<file path="config.mk">
export PLATFORM = sky130hd
export DESIGN_NAME = uart_rxq_stat
export DESIGN_NICKNAME = d
export VERILOG_FILES = /design/src/rtl/uart_rxq_pkg.sv /design/src/rtl/rxq_store.sv /design/src/rtl/rxq_errs.sv /design/src/rtl/uart_rxq_stat.sv
export SDC_FILE = /design/constraint.sdc
export NUM_CORES = 1
export LEC_CHECK = 0
export CAP_MARGIN = 15
export CORE_ASPECT_RATIO = 0.6
export CORE_UTILIZATION = 46
export DETAILED_ROUTE_END_ITERATION = 10
export GPL_TIMING_DRIVEN = 0
export PLACE_DENSITY = 0.8
export SLEW_MARGIN = 30
export SYNTH_ARGS = -nofsm -noshare
export SYNTH_HDL_FRONTEND = slang
export SYNTH_SLANG_ARGS = --single-unit
</file>
<file path="constraint.sdc">
create_clock -name clk -period 1.6 [get_ports clk]
set_input_delay 0.32 -clock clk [delete_from_list [all_inputs] [get_ports clk]]
set_output_delay 0.32 -clock clk [all_outputs]
set_load 0.01 [all_outputs]
</file>
<file path="src/rtl/uart_rxq_pkg.sv">
package uart_rxq_pkg;
  // Per-character line conditions, packed in status-bit order (7:5)
  typedef struct packed {
    logic brk;
    logic ferr;
    logic perr;
  } rx_flags_t;

  localparam int FLAG_W = 3;
endpackage

</file>
<file path="src/rtl/rxq_store.sv">
module rxq_store
  import uart_rxq_pkg::*;
#(
  parameter int DEPTH = 3,
  parameter int DW    = 8
) (
  input  logic             clk,
  input  logic             rst,
  input  logic             clr_all,
  input  logic             clr_flags,
  input  logic             wr_en,
  input  logic [DW-1:0]    wr_data,
  input  rx_flags_t        wr_flags,
  input  logic             rd_en,
  output logic [DW-1:0]    head_data,
  output rx_flags_t        head_flags,
  output logic             full,
  output logic             empty
);
  localparam int PW = (DEPTH > 1) ? $clog2(DEPTH) : 1;
  localparam int CW = $clog2(DEPTH + 1);

  logic [DW-1:0] mem [DEPTH];
  rx_flags_t     flg [DEPTH];
  logic [PW-1:0] wr_ptr, rd_ptr;
  logic [CW-1:0] count;
  logic          do_rd;

  assign full  = (count == CW'(DEPTH));
  assign empty = (count == '0);
  assign do_rd = rd_en && !empty;

  function automatic logic [PW-1:0] step(input logic [PW-1:0] p);
    return (p == PW'(DEPTH - 1)) ? '0 : p + 1'b1;
  endfunction

  // Data array: no reset, so it maps to distributed or block RAM
  always_ff @(posedge clk) begin
    if (wr_en) mem[wr_ptr] <= wr_data;
  end

  // Flag array is kept in flops so a clear can wipe every entry at once
  always_ff @(posedge clk) begin
    if (rst || clr_all || clr_flags) begin
      for (int i = 0; i < DEPTH; i++) flg[i] <= '0;
    end
    if (!rst && !clr_all && wr_en) flg[wr_ptr] <= wr_flags;
  end

  always_ff @(posedge clk) begin
    if (rst || clr_all) begin
      wr_ptr <= '0;
      rd_ptr <= '0;
      count  <= '0;
    end else begin
      if (wr_en) wr_ptr <= step(wr_ptr);
      if (do_rd) rd_ptr <= step(rd_ptr);
      case ({wr_en, do_rd})
        2'b10:   count <= count + 1'b1;
        2'b01:   count <= count - 1'b1;
        default: count <= count;
      endcase
    end
  end

  assign head_data  = empty ? '0 : mem[rd_ptr];
  assign head_flags = empty ? '0 : flg[rd_ptr];


  no_overflow_chk: assert property (@(posedge clk) disable iff (rst)
    count <= CW'(DEPTH));


  no_full_write_chk: assert property (@(posedge clk) disable iff (rst)
    (wr_en && full) |-> rd_en);
endmodule

</file>
<file path="src/rtl/rxq_errs.sv">
module rxq_errs
  import uart_rxq_pkg::*;
(
  input  logic      clk,
  input  logic      rst,
  input  logic      clr_all,
  input  logic      clr_err,
  input  logic      arrive,
  input  logic      q_full,
  input  logic      popping,
  input  rx_flags_t new_flags,
  output logic      overrun,
  output rx_flags_t accum
);
  logic ovr_hit;
  assign ovr_hit = arrive && q_full && !popping;

  always_ff @(posedge clk) begin
    if (rst || clr_all) begin
      overrun <= 1'b0;
      accum   <= '0;
    end else begin
      if (clr_err)      overrun <= 1'b0;
      else if (ovr_hit) overrun <= 1'b1;
      if (arrive && !ovr_hit) accum <= (clr_err ? '0 : accum) | new_flags;
      else if (clr_err)       accum <= '0;
    end
  end


  ovr_set_chk: assert property (@(posedge clk) disable iff (rst)
    (arrive && q_full && !popping && !clr_err && !clr_all) |=> overrun);


  accum_sticky_chk: assert property (@(posedge clk) disable iff (rst)
    (accum.perr && !clr_err && !clr_all) |=> accum.perr);


  err_clr_chk: assert property (@(posedge clk) disable iff (rst)
    (clr_err && !arrive) |=> (!overrun && accum == '0));
endmodule

</file>
<file path="src/rtl/uart_rxq_stat.sv">
module uart_rxq_stat
  import uart_rxq_pkg::*;
#(
  parameter int DEPTH = 3,
  parameter int DW    = 8
) (
  input  logic          clk,
  input  logic          rst,
  input  logic          rx_valid,
  input  logic [DW-1:0] rx_char,
  input  logic          rx_ferr,
  input  logic          rx_perr,
  input  logic          rx_brk,
  input  logic          cmd_rx_on,
  input  logic          cmd_rx_off,
  input  logic          cmd_rx_reset,
  input  logic          cmd_err_clr,
  input  logic          mode_block,
  input  logic          mode_irq_full,
  input  logic          mode_auto_rts,
  input  logic          rd_pop,
  input  logic          tx_empty_in,
  input  logic          tx_ready_in,
  output logic [DW-1:0] rd_data,
  output logic [7:0]    status,
  output logic          irq,
  output logic          rts
);
  logic      rx_en, arrive, wr_ok, q_full, q_empty;
  rx_flags_t in_flags, head_flags, accum, shown;
  logic      overrun;

  assign in_flags = '{brk: rx_brk, ferr: rx_ferr, perr: rx_perr};
  assign arrive   = rx_en && rx_valid && !cmd_rx_reset;
  assign wr_ok    = arrive && (!q_full || rd_pop);

  always_ff @(posedge clk) begin
    if (rst || cmd_rx_reset) rx_en <= 1'b0;
    else if (cmd_rx_off)     rx_en <= 1'b0;
    else if (cmd_rx_on)      rx_en <= 1'b1;
  end

  rxq_store #(.DEPTH(DEPTH), .DW(DW)) u_store (
    .clk        (clk),
    .rst        (rst),
    .clr_all    (cmd_rx_reset),
    .clr_flags  (cmd_err_clr),
    .wr_en      (wr_ok),
    .wr_data    (rx_char),
    .wr_flags   (in_flags),
    .rd_en      (rd_pop),
    .head_data  (rd_data),
    .head_flags (head_flags),
    .full       (q_full),
    .empty      (q_empty)
  );

  rxq_errs u_errs (
    .clk       (clk),
    .rst       (rst),
    .clr_all   (cmd_rx_reset),
    .clr_err   (cmd_err_clr),
    .arrive    (arrive),
    .q_full    (q_full),
    .popping   (rd_pop),
    .new_flags (in_flags),
    .overrun   (overrun),
    .accum     (accum)
  );

  assign shown  = mode_block ? accum : head_flags;
  assign status = {shown, overrun, tx_empty_in, tx_ready_in, q_full, !q_empty};
  assign irq    = mode_irq_full ? q_full : !q_empty;
  assign rts    = mode_auto_rts ? !q_full : 1'b1;


  idle_rx_chk: assert property (@(posedge clk) disable iff (rst)
    (!rx_en && !rd_pop && !cmd_rx_reset) |=> ($stable(q_empty) && $stable(q_full)));


  rx_reset_chk: assert property (@(posedge clk) disable iff (rst)
    cmd_rx_reset |=> (q_empty && !overrun && accum == '0 && !rx_en));
endmodule

</file>
# ---- After elaboration in Yosys (flattened, before gate mapping)
# Memories as Yosys holds them, arrays and structs flattened. A register that Yosys moved wholly into a read port is not among the register bits.
# Index checks and enable logic that the tools add are counted.
# Widths: inputs -> output; s select.
dict set report totals {
  reg_bits 11
  out_inout_bits 18
  mem_count 2
  ramBits 33
  word_cells 62
}
dict set report classes {
  n_eq_ne 5
  n_reduce_logical 22
  mux 20
  n_addsub 4
  n_bitwise 1
}
# memory depth word_bits rd rd_clocked_by_memory_dff write_ports line_no
set mem_list {}
lappend mem_list {u_store.mem 3 8 1 1 1 rxq_store.sv:23} ;# logic [DW-1:0] mem [DEPTH];
lappend mem_list {u_store.flg 3 3 1 1 4 rxq_store.sv:24} ;# rx_flags_t flg [DEPTH];
# op count
set ops {}
lappend ops {{$mux 2} 6}
lappend ops {{$mux 3} 4}
lappend ops {{$logic_and 1x1->1} 9}
lappend ops {{$eq 2x2->1 const B} 4}
lappend ops {{$mux 1} 8}
lappend ops {{$mux 8} 1}
lappend ops {{$add 2x1->2 const B} 3}
lappend ops {{$logic_not 1->1} 6}
lappend ops {{$pmux 2 s2} 1}
lappend ops {{$reduce_or 2->1} 2}
lappend ops {{$logic_or 1x1->1} 3}
lappend ops {{$or 3x3->3} 1}
lappend ops {{$eq 2x1->1 const B} 1}
lappend ops {{$logic_not 2->1} 1}
lappend ops {{$reduce_bool 2->1} 1}
lappend ops {{$sub 2x1->2 const B} 1}

# ---- Longest topological paths before layout
# Gate-level depths: netlist of the first run.
dict set report depth {
  word_depth 7
  ltp_mapped 7
}

# ---- Modules after synthesis
# Synthesis of the first run repeated with hierarchy kept, for this count alone.
dict set report hier_totals {
  cells_unflattened 156
  hier_area_um2 2119.5
}
# mod area_per_inst_um2 cells_each seq_area_each_um2 instances
set by_module_without_submodules {}
lappend by_module_without_submodules {rxq_store 1821.7 126 1241.2 1}
lappend by_module_without_submodules {rxq_errs 168.9 12 80.1 1}
lappend by_module_without_submodules {uart_rxq_stat 128.9 18 20.0 1}

# ---- Worst setup path after synthesis of the first run
# No wires, ideal clock.
dict set report synth_path {
  kind {flip-flop to output port}
  from {reg with a tool-made name}
  to {out status[5]}
  path_buffers 1
  slack_ps -20
  t_arrival_ps 1300
  path_stages_with_launch 4
  path_cell_list {dfxtp_1 buf_2 mux4_2 a22o_1}
}
# element line_no
set synth_rtl {}
lappend synth_rtl {{end, declared} uart_rxq_stat.sv:25} ;# output logic [7:0] status,

==> summary.md, run 1 <==
| Metric | Value |
|---|---|
| Port bufs | 39 |
| Commonest non-fill, non-tap cell in the layout | edfxtp_1 |
| Vias in the first global route | 1454 |
| RSZ-0062 raised after global routing | true |
| DR vias | 1513 |
| R2R Path Start | u_store.count[0]$_SDFFE_PP0P_ |
| Die area | 4820 µm² |
| Clk pin slew, worst setup/hold paths | 80 ps |
| Critical path class | reg2out |
| Sequential fraction of the synthesis area | 0.643 |
| Post-Syn Area | 2090 µm² |
| GRT Resource Usage Total | 0.208 |
| Clock sink total | 49 |
| Area grow syn2layout | 37.6% |
| Nets | 243 |
| Total Routed Length | 5040 µm |
| Diode count | 0 |
| Final-report hold violation count | 0 |
| Status | finished with violations |
| Static Leak | 0.00115 µW |
| DRC | 0 |
| Mean Syn Cell Area | 13.7 µm² |
| Startpoint class of the critical path | flip-flop |
| Clock latency on the worst-skew pair | 300 ps |
| Post-Place Setup Slack | -586 ps |
| Vias/cell | 5.42 |
| Slew Limit Fails | 0 |
| First-pass GRT wire length | 6970 µm |
| Placer Congestion | 0.810 |
| Synth Register Bits | 49 |
| Drt first pass iters | 4 |
| CTS Buf Count | 5 |
| Initial antenna violation count | 0 |
| CORE AREA | 4230 µm² |
| Starting density of the core | 0.493 |
| Required @ worst endpoint | 1280 ps |
| Failing checks | negative setup slack |
| FF-to-FF path depth | 7 |
| Drt wl/cell | 18.1 µm |
| Layout cells sized above 1 | 0.347 |
| Setup-failing EPs final | 15 |
| DR iter-0 viols | 136 |
| Hold Slack | 444 ps |
| Post-route cell area | 2870 µm² |
| Setup Skew | 8.28 ps |
| Hold Path Stages | 3 |
| VDD IR max | 0.506 mV |
| Htree depth | 2 |
| Data arrival, critical path | 1590 ps |
| Least-Margin Pin Slew | 422 ps |
| Relative slew slack | 0.717 |
| Synthesis Warnings | 0 |
| Period utilization | 1.20 |
| Dpl hpwl | 3110 µm |
| Grt total ovfl | 0 |
| Max clock buf depth | 2 |
| Crit end category | output pin |
| Worst min-delay path startpoint | rd_pop |
| Largest net degree at the start of global routing | 15 |
| Clock tree from TritonCTS | done |
| Die width | 89.0 µm |
| Min Tclk post-route | 1910 ps |
| DRT antenna net count | 0 |
| Placed inst area | 2560 µm² |
| Post-Synthesis Net Count | 177 |
| Cell area power density | 763 nW/µm² |
| CP max FO | 8 |
| Io pins | 42 |
| HP Class | in2reg |
| Setup WS post-layout | -313 ps |
| Most frequent cells in the layout | edfxtp_1, buf_4, clkdlybuf4s50_1 |
| CTS Root Buffer Type | clkbuf_8 |
| Cell Rows | 18 |
| R2r endpoint | u_store.count[1]$_SDFFE_PP0P_ |
| Die Height | 54.2 µm |
| Synth unique cells | 36 |
| Worst reg2reg setup slack | -50 ps |
| Max-cap violation count | 0 |
| Syn Inst Count | 152 |
| Max Fclk | 523 MHz |
-- cells in the mapped netlist (all sizes together) --
cell / n / area share
a21oi: 4 / 0.0096
a22o: 3 / 0.013
a32o: 3 / 0.014
and2: 1 / 0.0030
and3: 10 / 0.030
and3b: 2 / 0.010
buf: 9 / 0.031
dfxtp: 13 / 0.12
edfxtp: 36 / 0.52
ha: 1 / 0.0060
inv: 6 / 0.011
maj3: 1 / 0.0048
mux2: 8 / 0.043
mux2i: 8 / 0.038
mux4: 3 / 0.032
nand2: 5 / 0.0090
nand2b: 1 / 0.0030
nand3: 3 / 0.0072
nand3b: 2 / 0.0072
nor2: 16 / 0.030
nor2b: 2 / 0.0060
nor3: 3 / 0.0096
o21ai: 6 / 0.016
o31ai: 1 / 0.0036
or2: 1 / 0.0030
or3: 1 / 0.0030
or4: 1 / 0.0054
xnor2: 1 / 0.0042
xor2: 1 / 0.0042
-- kinds of logic (layout without fill, tap and decap cells) --
family                   after synthesis  count (layout)  share of synthesized area
flip-flops                            49              49                      0.643
AND/OR/NAND/NOR                       48              48                      0.127
XOR/XNOR                               2               2                    0.00839
multiplexers                          19              19                      0.114
AO/OA/AOI/OAI                         17              17                     0.0564
adder cells (fa/ha/maj)                2               2                     0.0108
buffers and inverters                 15              82                     0.0414
-- area by class of cell --
class / instances / area [µm²]
plain buffers: 9 / 86.3
flip-flops and latches: 49 / 1350
clock inverters: 1 / 5.00
repair buffers: 59 / 508
well taps: 60 / 75.1
inverters: 6 / 25.0
fillers: 299 / 1360
clock buffers: 7 / 76.3
multi-input cells: 88 / 748
-- worst max-delay path by stage --
stage / startpoint / end / slack, ps / depth (start not counted)
floorplan: flip-flop / status[5] / 40 / 3
global placement: cmd_rx_reset / u_store.mem[2][7]$_DFFE_PP_ / -560 / 4
detailed placement: cmd_rx_reset / u_store.mem[2][7]$_DFFE_PP_ / -590 / 4
CTS: flip-flop / status[6] / -340 / 4
global route: flip-flop / status[6] / -380 / 4
finish: flip-flop / status[6] / -310 / 4
-- power by group --
part / total, µW / internal (µW) / switching (µW)
Combinational: 126 / 74.8 / 51.2
Sequential: 1370 / 1370 / 3.90
Clock: 694 / 308 / 387
Total: 2190 / 1750 / 442
-- flip-flops by register name (all words and copies together) (netlist names), named ones only --
signal,count
u_store.mem,24
u_store.flg,12
u_errs.accum,3
u_store.count,2
u_store.rd_ptr,2
u_store.wr_ptr,2
rx_en,1
u_errs.overrun,1
-- through the flow --
stage | TNS, ps | total power [µW] | util | cells
floorplan | 0 | 1430 | - | 152
global placement | -17800 | 1510 | 0.604 | 251
detailed placement | -20760 | 1520 | 0.604 | 251
CTS | -2980 | 2190 | 0.651 | 271
global route | -4230 | 2270 | 0.678 | 279
finish | -2990 | 2190 | 0.678 | 279
-- metal layers --
| layer | GRT usage | share of wire |
|---|---|---|
| met5 | 0 | 0 |
| met3 | 0.0475 | 0.070 |
| met4 | 0.111 | 0.014 |
| met1 | 0.252 | 0.42 |
| met2 | 0.355 | 0.49 |
-- worst max-delay path: stages, from the launching register on --
cell and delay (ps):
dfxtp_2 350, buf_8 130, mux4_2 500, a22o_1 180, buf_2 130
-- timing repair --
action                                  4_1_cts  5_1_grt
pin swaps                                     7        4
resized for setup                            74       20
cloned                                        0        0
endpoints found under the setup margin       28       35
hold buffers                                  0        0
buffers inserted                             12        8
No activity file was read; power rests on OpenSTA's default activity.
==> inputs of run 2 (changes only) <==
--- a/config.mk
+++ b/config.mk
@@ -5,7 +5,6 @@
 export SDC_FILE = /design/constraint.sdc
 export NUM_CORES = 1
 export LEC_CHECK = 0
-export CAP_MARGIN = 15
 export CORE_ASPECT_RATIO = 0.6
 export CORE_UTILIZATION = 46
 export DETAILED_ROUTE_END_ITERATION = 10
==> results of run 2 <==
Final layout, timing and power as in run 1 (identical DEF).
